<file path="src/rtl/sfe_erase_dec.sv">
module sfe_erase_dec #(
  parameter int AW     = 19,
  parameter int TW     = 25,
  parameter int T_PAGE = 800_000,
  parameter int T_4K   = 2_000_000,
  parameter int T_32K  = 12_000_000,
  parameter int T_64K  = 30_000_000
) (
  input  logic                    clk,
  input  logic                    rst_n,
  input  logic                    cs_n,
  input  logic                    sck,
  input  logic                    mosi,
  output logic                    miso,
  input  logic [2**(AW-16)-1:0]   wp_sect,
  input  logic                    erase_fail,
  output logic                    erase_go,
  output logic [AW-1:0]           erase_addr,
  output logic [1:0]              erase_size,
  output logic                    erase_busy
);
  localparam int SW = AW - 16;

  logic          sck_q, cs_q;
  logic [5:0]    cnt;
  logic [22:0]   sh;
  logic [7:0]    op;
  logic [23:0]   adr;
  logic          wel, epe;
  logic [TW-1:0] tmr;
  logic [1:0]    sz;
  logic [AW-1:0] msk;
  logic [TW-1:0] tload;

  wire sck_rise = !cs_n && sck && !sck_q;
  wire cs_rise  = cs_n && !cs_q;
  wire has_op   = cnt >= 6'd8;
  wire aligned  = cnt[2:0] == 3'd0;
  wire is_erase = has_op && (op == 8'h81 || op == 8'h20 || op == 8'h52 || op == 8'hD8);
  wire full     = cnt >= 6'd32 && aligned;
  wire [SW-1:0] sect = adr[AW-1:16];
  wire go_ok    = is_erase && full && wel && !wp_sect[sect] && !erase_busy;
  wire wren_ok  = has_op && aligned && op == 8'h06 && !erase_busy;
  wire [7:0] stat = {2'b00, epe, 3'b000, wel, erase_busy};

  assign miso = (has_op && op == 8'h05) ? stat[~cnt[2:0]] : 1'b0;

  always_comb begin
    case (op)
      8'h20:   sz = 2'd1;
      8'h52:   sz = 2'd2;
      8'hD8:   sz = 2'd3;
      default: sz = 2'd0;
    endcase
    case (sz)
      2'd1:    begin msk = AW'(16'h0FFF); tload = TW'(T_4K - 1);   end
      2'd2:    begin msk = AW'(16'h7FFF); tload = TW'(T_32K - 1);  end
      2'd3:    begin msk = AW'(16'hFFFF); tload = TW'(T_64K - 1);  end
      default: begin msk = AW'(16'h00FF); tload = TW'(T_PAGE - 1); end
    endcase
  end

  always_ff @(posedge clk or negedge rst_n) begin
    if (!rst_n) begin
      sck_q <= 1'b0;
      cs_q  <= 1'b1;
      cnt   <= '0;
      sh    <= '0;
      op    <= '0;
      adr   <= '0;
    end else begin
      sck_q <= sck;
      cs_q  <= cs_n;
      if (cs_n) begin
        cnt <= '0;
      end else if (sck_rise) begin
        cnt <= (cnt == 6'd39) ? 6'd32 : cnt + 6'd1;
        if (cnt < 6'd32) sh <= {sh[21:0], mosi};
        if (cnt == 6'd7)  op  <= {sh[6:0], mosi};
        if (cnt == 6'd31) adr <= {sh, mosi};
      end
    end
  end

  always_ff @(posedge clk or negedge rst_n) begin
    if (!rst_n) begin
      wel        <= 1'b0;
      epe        <= 1'b0;
      tmr        <= '0;
      erase_busy <= 1'b0;
      erase_go   <= 1'b0;
      erase_addr <= '0;
      erase_size <= '0;
    end else begin
      erase_go <= 1'b0;
      if (cs_rise && go_ok) begin
        erase_go   <= 1'b1;
        erase_addr <= adr[AW-1:0] & ~msk;
        erase_size <= sz;
        erase_busy <= 1'b1;
        tmr        <= tload;
        wel        <= 1'b0;
        epe        <= 1'b0;
      end else begin
        if (cs_rise && is_erase && !erase_busy) wel <= 1'b0;
        if (cs_rise && wren_ok) wel <= 1'b1;
        if (erase_busy) begin
          if (erase_fail) epe <= 1'b1;
          if (tmr == '0) erase_busy <= 1'b0;
          else tmr <= tmr - 1'b1;
        end
      end
    end
  end
endmodule

</file>
<file path="config.mk">
export PLATFORM = sky130hd
export DESIGN_NAME = sfe_erase_dec
export DESIGN_NICKNAME = d
export VERILOG_FILES = /design/src/rtl/sfe_erase_dec.sv
export SDC_FILE = /design/constraint.sdc
export NUM_CORES = 1
export LEC_CHECK = 0
export ABC_AREA = 1
export BUFFER_PORTS_ARGS = -buffer_cell sky130_fd_sc_hd__buf_2
export CAP_MARGIN = 15
export CELL_PAD_IN_SITES_DETAIL_PLACEMENT = 1
export CELL_PAD_IN_SITES_GLOBAL_PLACEMENT = 1
export CORE_AREA = 2 2 111 113
export DETAILED_ROUTE_END_ITERATION = 6
export DIE_AREA = 0 0 113 115
export GPL_TIMING_DRIVEN = 0
export PLACE_DENSITY_LB_ADDON = 0.1
export SKIP_LAST_GASP = 1
export SLEW_MARGIN = 40
export SYNTH_ARGS = -nofsm -noshare
export SYNTH_HDL_FRONTEND = slang
export SYNTH_SLANG_ARGS = --single-unit
</file>
<file path="constraint.sdc">
create_clock -name clk -period 4.3 [get_ports clk]
set_input_delay 0.43 -clock clk [delete_from_list [all_inputs] [get_ports clk]]
set_output_delay 0.43 -clock clk [all_outputs]
set_load 0.005 [all_outputs]
</file>
==> flow_summary_export.csv, run 1 <==
group,metric,value,unit
synthesis,ys.flop_type,"dfrtp_1",
synthesis,synth_seq_cells,87,
global_route,antenna_found_initial,0,
sta,finalSetupTns,0,ns
clock_tree,clock_latency,0.35,ns
place,place.gp.congestion,0.929,
global_route,grt.total_usage,0.200,
synthesis,synth_seq_area_share,0.473,
pwr,powerDensity,335,mW/mm2
cells_and_area,syn2layout_area_growth,15.7,%
synthesis,synth_top_cell_by_area,"dfrtp_1",
sta,worst_pin_slew,0.530,ns
routing,wl,12.2,mm
worst_setup_path,criticalPathCategory,"register to register",
worst_setup_path,required,4.53,ns
place,place_hpwl,9.19,mm
sta,fmax,0.441,GHz
synthesis,ys_types,32,
cells_and_area,drive_gt1_frac,0.111,
sta,finClkSkew,0.00685,ns
pwr,ir_drop,0.277,mV
routing,ant_nets,0,
synthesis,syn_avg_cell_area,7.51,um2
worst_setup_path,path_max_fanout,10,
sta,rsz0062_at_grt,"no",
sta,relSlewSlack,0.646,
place,port_buffers,29,
synthesis,ys_top_cells_by_count,"nand2_1 (190), dfrtp_1 (86), inv_1 (80)",
global_route,grt_pass1_vias,4234,
routing,drcViolationCount,0,
worst_setup_path,critPathMaxStageDelay,0.45,ns
pwr,p_leak,2.65,nW
sta,worst_slack,2.03,ns
worst_setup_path,crit_path_start_kind,"register",
job,maxCapViolCount,0,
synthesis,yosysTopAreaCellShare,0.468,
synthesis,synthArstFlopShare,1.00,
routing,routed_via_density,4.91,
synthesis,synth_area,0.00460,mm2
synthesis,synth_top_family_by_area,"simple AND/OR/NAND/NOR gates",
floorplan,start_util,0.390,
synthesis,syn_inst,613,
min_path,min_path_type,"input port to register",
routing,drt_iter0_drc,118,
synthesis,ys_warn_count,0,
worst_setup_path,cp_cell_sequence,"inv_1 > ha_1 > nand3_1 > nor2_1 > nand4_1 > nand2_2 > nand2_4 > buf_6 > nand3_1 > nand2_1",
synthesis,synth-adder-area-share,0.0218,
global_route,gr-total-overflow,0,
sta,finalSetupViolCount,0,
sta,finalHoldViolations,0,
cells_and_area,diodes,0,
routing,drtPass1Iterations,4,
synthesis,synth_xor_area_frac,0.0247,
global_route,grt_pass1_wl,20.5,mm
cells_and_area,final.fill_count,1485,
worst_setup_path,crit_arrival,2.50,ns
clock_tree,cts_max_path_buffers,2,
floorplan,pin_count,38,
clock_tree,cts_inserted_buffers,9,
synthesis,synth_edf_count,0,
floorplan,die-area,0.0130,mm2
floorplan,core,0.0118,mm2
clock_tree,cts-root-buf,"clkbuf_16",
synthesis,muxShareOfSynthArea,0.00245,
floorplan,rows,40,
floorplan,die_h,115,um
synthesis,yosys-top-cells-area,"dfrtp_1 (47%), nand2_1 (16%), inv_1 (6.5%), nand3_1 (5.9%), o21ai_0 (5.8%)",
cells_and_area,nNetsFinal,684,
run_status,status,"complete, no violations",
worst_setup_path,cpMaxStageDelayCell,"nor2_1",
synthesis,yosysMostFrequentCell,"nand2_1",
sta,period_share,0.528,
clock_tree,cts_htree_levels,3,
global_route,grt_max_degree,54,
clock_tree,cts_sinks,87,
clock_tree,cts_tree,"done",
sta,maxSlewViolCount,0,
floorplan,die_w,113,um
worst_setup_path,end_kind,"register",
worst_setup_path,cp_common_cell,"nand3_1",
sta,period_needed,2.27,ns
synthesis,synthSimpleGateAreaFrac,0.307,
routing,vias,3989,
place,dpl_worst_slack,2.03,ns
synthesis,synth_compound_area_frac,0.0713,
clock_tree,cts_resized,0,
routing,routedWlPerCell,15.0,um
clock_tree,clkTransAtPathRegs,0.06,ns
## state kept, by name, indices dropped and copies added, names as in the netlist
name,count
cnt,6
wel,1
cs_q,1
tmr,25
erase_addr,11
erase_size,2
erase_busy,1
op,8
adr,11
epe,1
sck_q,1
erase_go,1
sh,18
## routing by layer
metal  wire length, um  track usage  vias to the layer above  part of all wire
li1                  -            -                     2004                 -
met5                 0            0                        -                 0
met1              5380        0.244                     1935              0.44
met3               181       0.0279                       18             0.015
met4               248       0.0756                        0             0.020
met2              6360        0.360                       32              0.52
## through the flow
stage / cells / power [W] / hold WS [ns] / cell area [um2] / util
after floorplan: 620 / 0.000903 / 0.134 / 4630 / -
after global placement: 796 / 0.000939 / 0.463 / 4960 / 0.420
after detailed placement: 797 / 0.000945 / 0.347 / 4990 / 0.422
after CTS: 813 / 0.00180 / 0.197 / 5320 / 0.451
after global routing: 813 / 0.00184 / 0.202 / 5320 / 0.451
final: 813 / 0.00178 / 0.204 / 5320 / 0.451
## layout by cell type, fill, tap and decap left out, types with 2 or more instances in the layout
master / n
nand2_1: 190
dfrtp_1: 86
inv_1: 80
nor2_1: 63
nand3_1: 54
o21ai_0: 53
buf_2: 32
buf_4: 10
clkbuf_16: 9
nor3_1: 8
nand4_1: 8
ha_1: 8
conb_1: 8
xnor2_1: 7
xor2_1: 6
clkbuf_1: 6
inv_2: 3
buf_6: 3
nand2_2: 2
nor2_4: 2
or2_0: 2
nand2_4: 2
a21oi_1: 2
o211ai_1: 2
nor4_1: 2
nand3b_1: 2
a31oi_1: 2
bufinv_16: 2
clkinv_4: 2
## layout make-up
cell class	count	area (um2)	share of cell area
inverters	83	312	0.0585
repair buffers	31	189	0.0355
well taps	147	184	0.0346
flip-flops and latches	87	2180	0.409
plain buffers	22	140	0.0263
multi-input cells	428	2000	0.375
clock buffers	10	239	0.0449
clock inverters	5	82.6	0.0155
## worst max-delay path, delay by kind of cell (launching register included)
| kind | cells | cell delay [ns] |
|---|---|---|
| and+or+nand+nor | 7 | 1.31 |
| DFF | 1 | 0.37 |
| buffers and inverters | 2 | 0.28 |
| adders and majority gates | 1 | 0.19 |
## power by group
part	total, W	leakage, nW	switching (W)	internal (W)
Combinational	0.0000786	1.36	0.0000515	0.0000271
Sequential	0.000850	1.13	0.0000106	0.000840
Clock	0.000855	0.159	0.000332	0.000523
Total	0.00178	2.65	0.000394	0.00139
## kinds of logic (layout without fill, tap and decap cells)
group | count (synthesis) | count (layout)
other cells | 1 | 8
simple gates | 336 | 336
buf+inv | 105 | 151
mux | 1 | 1
fa+ha+maj | 8 | 8
compound gates | 62 | 62
xor+xnor | 13 | 13
flops | 87 | 87
## worst paths after layout
check	slack [ns]	cells past startpoint	endpoint	from
worst max-delay path	2.03	10	tmr[9]	tmr[0]
worst min-delay path	0.20	1	sck_q	sck
worst max register to register	2.03	10	tmr[9]	tmr[0]
worst min register to register	0.48	2	erase_addr[11]	adr[11]
max in group asynchronous	3.16	3	op[7]	rst_n
min in group asynchronous	0.55	2	tmr[20]	rst_n
## repair_timing
item,4_1_cts,5_1_grt
buffers inserted,0,0
hold buffers,1,0
endpoints found under the hold margin,33,0
Note: power is estimated with default switching activity, not from simulation.
==> inputs of run 2 (changes only) <==
--- a/config.mk
+++ b/config.mk
@@ -5,14 +5,14 @@
 export SDC_FILE = /design/constraint.sdc
 export NUM_CORES = 1
 export LEC_CHECK = 0
-export ABC_AREA = 1
+export ABC_AREA = 0
 export BUFFER_PORTS_ARGS = -buffer_cell sky130_fd_sc_hd__buf_2
 export CAP_MARGIN = 15
 export CELL_PAD_IN_SITES_DETAIL_PLACEMENT = 1
 export CELL_PAD_IN_SITES_GLOBAL_PLACEMENT = 1
-export CORE_AREA = 2 2 111 113
+export CORE_AREA = 2 2 106 108
 export DETAILED_ROUTE_END_ITERATION = 6
-export DIE_AREA = 0 0 113 115
+export DIE_AREA = 0 0 108 110
 export GPL_TIMING_DRIVEN = 0
 export PLACE_DENSITY_LB_ADDON = 0.1
 export SKIP_LAST_GASP = 1
==> constraint.sdc (replaced) <==
create_clock -name clk -period 2 [get_ports clk]
set_input_delay 0.2 -clock clk [delete_from_list [all_inputs] [get_ports clk]]
set_output_delay 0.2 -clock clk [all_outputs]
set_load 0.005 [all_outputs]
==> run 2 against run 1 <==
The flow now finishes with violations (setup timing). Synthesized area is 9.4% lower. Cell count is 26% lower. Routed wire length is 13% lower. Sequential power is 120% higher. First-iteration DRC count is 32% lower. Maximum frequency is 1.2% lower. Combinational power grew to 2.6 times the previous value. Critical path depth is 4 lower. Non-clock buffer count is 37 higher. Critical path type unchanged. Largest cell class is now multi-input combinational cells. Largest power group is now sequential cells.
==> flow_summary_export.csv, run 2 <==
group,metric,value,unit
run_status,status,"finished, violations left",
run_status,failed_checks,"setup timing",
worst_setup_path,criticalPathCategory,"register to register",
place,dpl_cell_area,0.00470,mm2
clock_tree,clkTransAtPathRegs,0.09,ns
job,maxCapViolCount,0,
synthesis,synthArstFlopShare,1.00,
cells_and_area,fin_area,0.00565,mm2
global_route,grt_pass1_wl,17.6,mm
synthesis,ys_top_cells_by_count,"dfrtp_1 (86), mux2_2 (38), nand2_1 (37)",
global_route,grt_pass1_vias,3396,
sta,finClkSkew,0.0135,ns
clock_tree,cts_sinks,87,
worst_setup_path,crit_path_start_kind,"register",
cells_and_area,largest_reg_flops,25,
synthesis,synth_edf_count,0,
sta,finalSetupViolCount,40,
cells_and_area,diodes,0,
routing,ant_nets,0,
sta,rsz0062_at_grt,"yes",
floorplan,rows,38,
sta,finalHoldViolations,0,
routing,routedWlPerCell,17.6,um
clock_tree,cts_tree,"done",
clock_tree,cts_max_path_buffers,2,
routing,drtPass1Iterations,4,
worst_setup_path,r2r_start,"op[7]",
clock_tree,cts_htree_levels,3,
sta,fmax,0.435,GHz
worst_setup_path,cp-startpoint,"op[7]",
clock_tree,cts-root-buf,"clkbuf_8",
worst_setup_path,required,2.26,ns
synthesis,synth_top_cell_by_area,"dfrtp_1",
pwr,total_power,0.00341,W
routing,vias,3139,
cells_and_area,top_register,"tmr",
synthesis,ys_types,58,
pwr,p_leak,2.45,nW
sta,worst_pin_slew,0.535,ns
sta,maxSlewViolCount,0,
cells_and_area,mostFrequentLayoutCell,"dfrtp_1",
floorplan,core,0.0107,mm2
pwr,ir_drop,0.463,mV
cells_and_area,utilization,0.528,
cells_and_area,syn2layout_area_growth,35.5,%
floorplan,die_h,110,um
place,port_buffers,29,
min_path,worstHoldStart,"mosi",
clock_tree,clock_latency,0.37,ns
sta,worst_slack,-0.298,ns
global_route,grt.total_usage,0.194,
cells_and_area,largestRegisters,"tmr x25, sh x18",
routing,drt_iter0_drc,80,
global_route,grt_max_degree,46,
worst_setup_path,path_max_fanout,6,
worst_setup_path,crit_arrival,2.56,ns
synthesis,syn_inst,372,
cells_and_area,nNetsFinal,480,
cells_and_area,drive_gt1_frac,0.503,
synthesis,yosysMostFrequentCell,"dfrtp_1",
floorplan,pin_count,38,
routing,drcViolationCount,0,
sta,relSlewSlack,0.643,
place,place.gp.congestion,0.802,
synthesis,synth_area,0.00417,mm2
pwr,powerDensity,603,mW/mm2
synthesis,yosysTopAreaCellShare,0.516,
floorplan,die_w,108,um
worst_setup_path,end_kind,"register",
global_route,antenna_found_initial,0,
cells_and_area,mostFrequentLayoutCells,"dfrtp_1 (81), mux2_2 (38), buf_4 (36), buf_2 (30), nand2_1 (24)",
place,place_hpwl,6.81,mm
floorplan,start_util,0.390,
min_path,min_path_type,"input port to register",
sta,period_needed,2.30,ns
synthesis,ys_warn_count,0,
floorplan,die-area,0.0119,mm2
synthesis,synth_seq_area_share,0.523,
synthesis,synth_seq_cells,87,
cells_and_area,final.fill_count,1144,
routing,routed_via_density,5.21,
synthesis,yosys-top-cells-area,"dfrtp_1 (52%), mux2_2 (10%), nand2_1 (3.3%), xnor2_1 (2.7%), ha_1 (2.4%)",
synthesis,syn_avg_cell_area,11.2,um2
synthesis,ys.flop_type,"dfrtp_1",
global_route,gr-total-overflow,0,
clock_tree,cts_inserted_buffers,9,
sta,period_share,1.15,
routing,wl,10.6,mm
-- run 2: final cells by class --
class | count | area, um2 | area share
clock inverters | 6 | 67.6 | 0.0120
inverters | 10 | 43.8 | 0.00775
multi-input cells | 260 | 2250 | 0.398
repair buffers | 72 | 589 | 0.104
plain buffers | 18 | 200 | 0.0354
well taps | 140 | 175 | 0.0310
clock buffers | 10 | 138 | 0.0244
flip-flops and latches | 87 | 2180 | 0.387
-- run 2: metal layers --
metal | wire (um) | share of wire | global-route usage | up-vias
met3 | 279 | 0.026 | 0.0394 | 4
met1 | 4950 | 0.47 | 0.256 | 1597
met5 | 0 | 0 | 0 | -
li1 | - | - | - | 1498
met4 | 50 | 0.0047 | 0.0705 | 0
met2 | 5310 | 0.50 | 0.319 | 40
-- run 2: timing repair --
item                                    CTS  global route
hold buffers                              3             0
setup buffers                            25            11
gates cloned                              3             1
endpoints found under the setup margin   71            69
endpoints found under the hold margin    43             0
pin swaps                                20            11
gates resized for setup                  50            40
-- run 2: power breakdown --
group          total (W)  internal (W)  switching [W]
registers        0.00191       0.00185      0.0000671
logic           0.000202      0.000113      0.0000894
clock network    0.00129      0.000616       0.000675
total            0.00340       0.00257       0.000831
-- run 2: through the flow --
| step | hold slack [ns] | cells | setup slack [ns] | setup TNS [ns] |
|---|---|---|---|---|
| floorplan | -0.0956 | 379 | -0.164 | -3.23 |
| global placement | 0.317 | 548 | -0.519 | -31.38 |
| detailed placement | 0.161 | 549 | -0.505 | -21.88 |
| CTS | 0.0599 | 592 | -0.272 | -8.95 |
| global route | 0.0693 | 603 | -0.363 | -11.65 |
| finish | 0.0866 | 603 | -0.298 | -9.11 |
-- run 2: worst paths after layout --
| path | end | slack [ns] | cells past startpoint |
|---|---|---|---|
| max reg2reg | erase_size[1] | -0.30 | 6 |
| min in group asynchronous | cnt[0] | 0.33 | 2 |
| max in group asynchronous | tmr[13] | 1.08 | 3 |
| min reg2reg | erase_size[1] | 0.48 | 1 |
| min | op[0] | 0.09 | 2 |
| max | erase_size[1] | -0.30 | 6 |
-- run 2: cell families (layout without fill, tap and decap cells) --
logic type | count (synthesis) | count (layout) | synth area share
AND/OR/NAND/NOR | 133 | 133 | 0.179
flip-flops | 87 | 87 | 0.523
AO/OA/AOI/OAI | 54 | 54 | 0.0832
multiplexers | 40 | 40 | 0.113
buffers and inverters | 32 | 116 | 0.0411
XOR/XNOR | 17 | 17 | 0.0357
adder cells (fa/ha/maj) | 8 | 8 | 0.0240
other | 1 | 8 | 0.000900
-- run 2: worst max-delay path: stages, from the launching register on --
cell	delay, ns
dfrtp_2	0.43
or3b_4	0.39
a2111o_1	0.48
a211o_4	0.43
buf_6	0.17
clkbuf_16	0.16
a21o_1	0.15
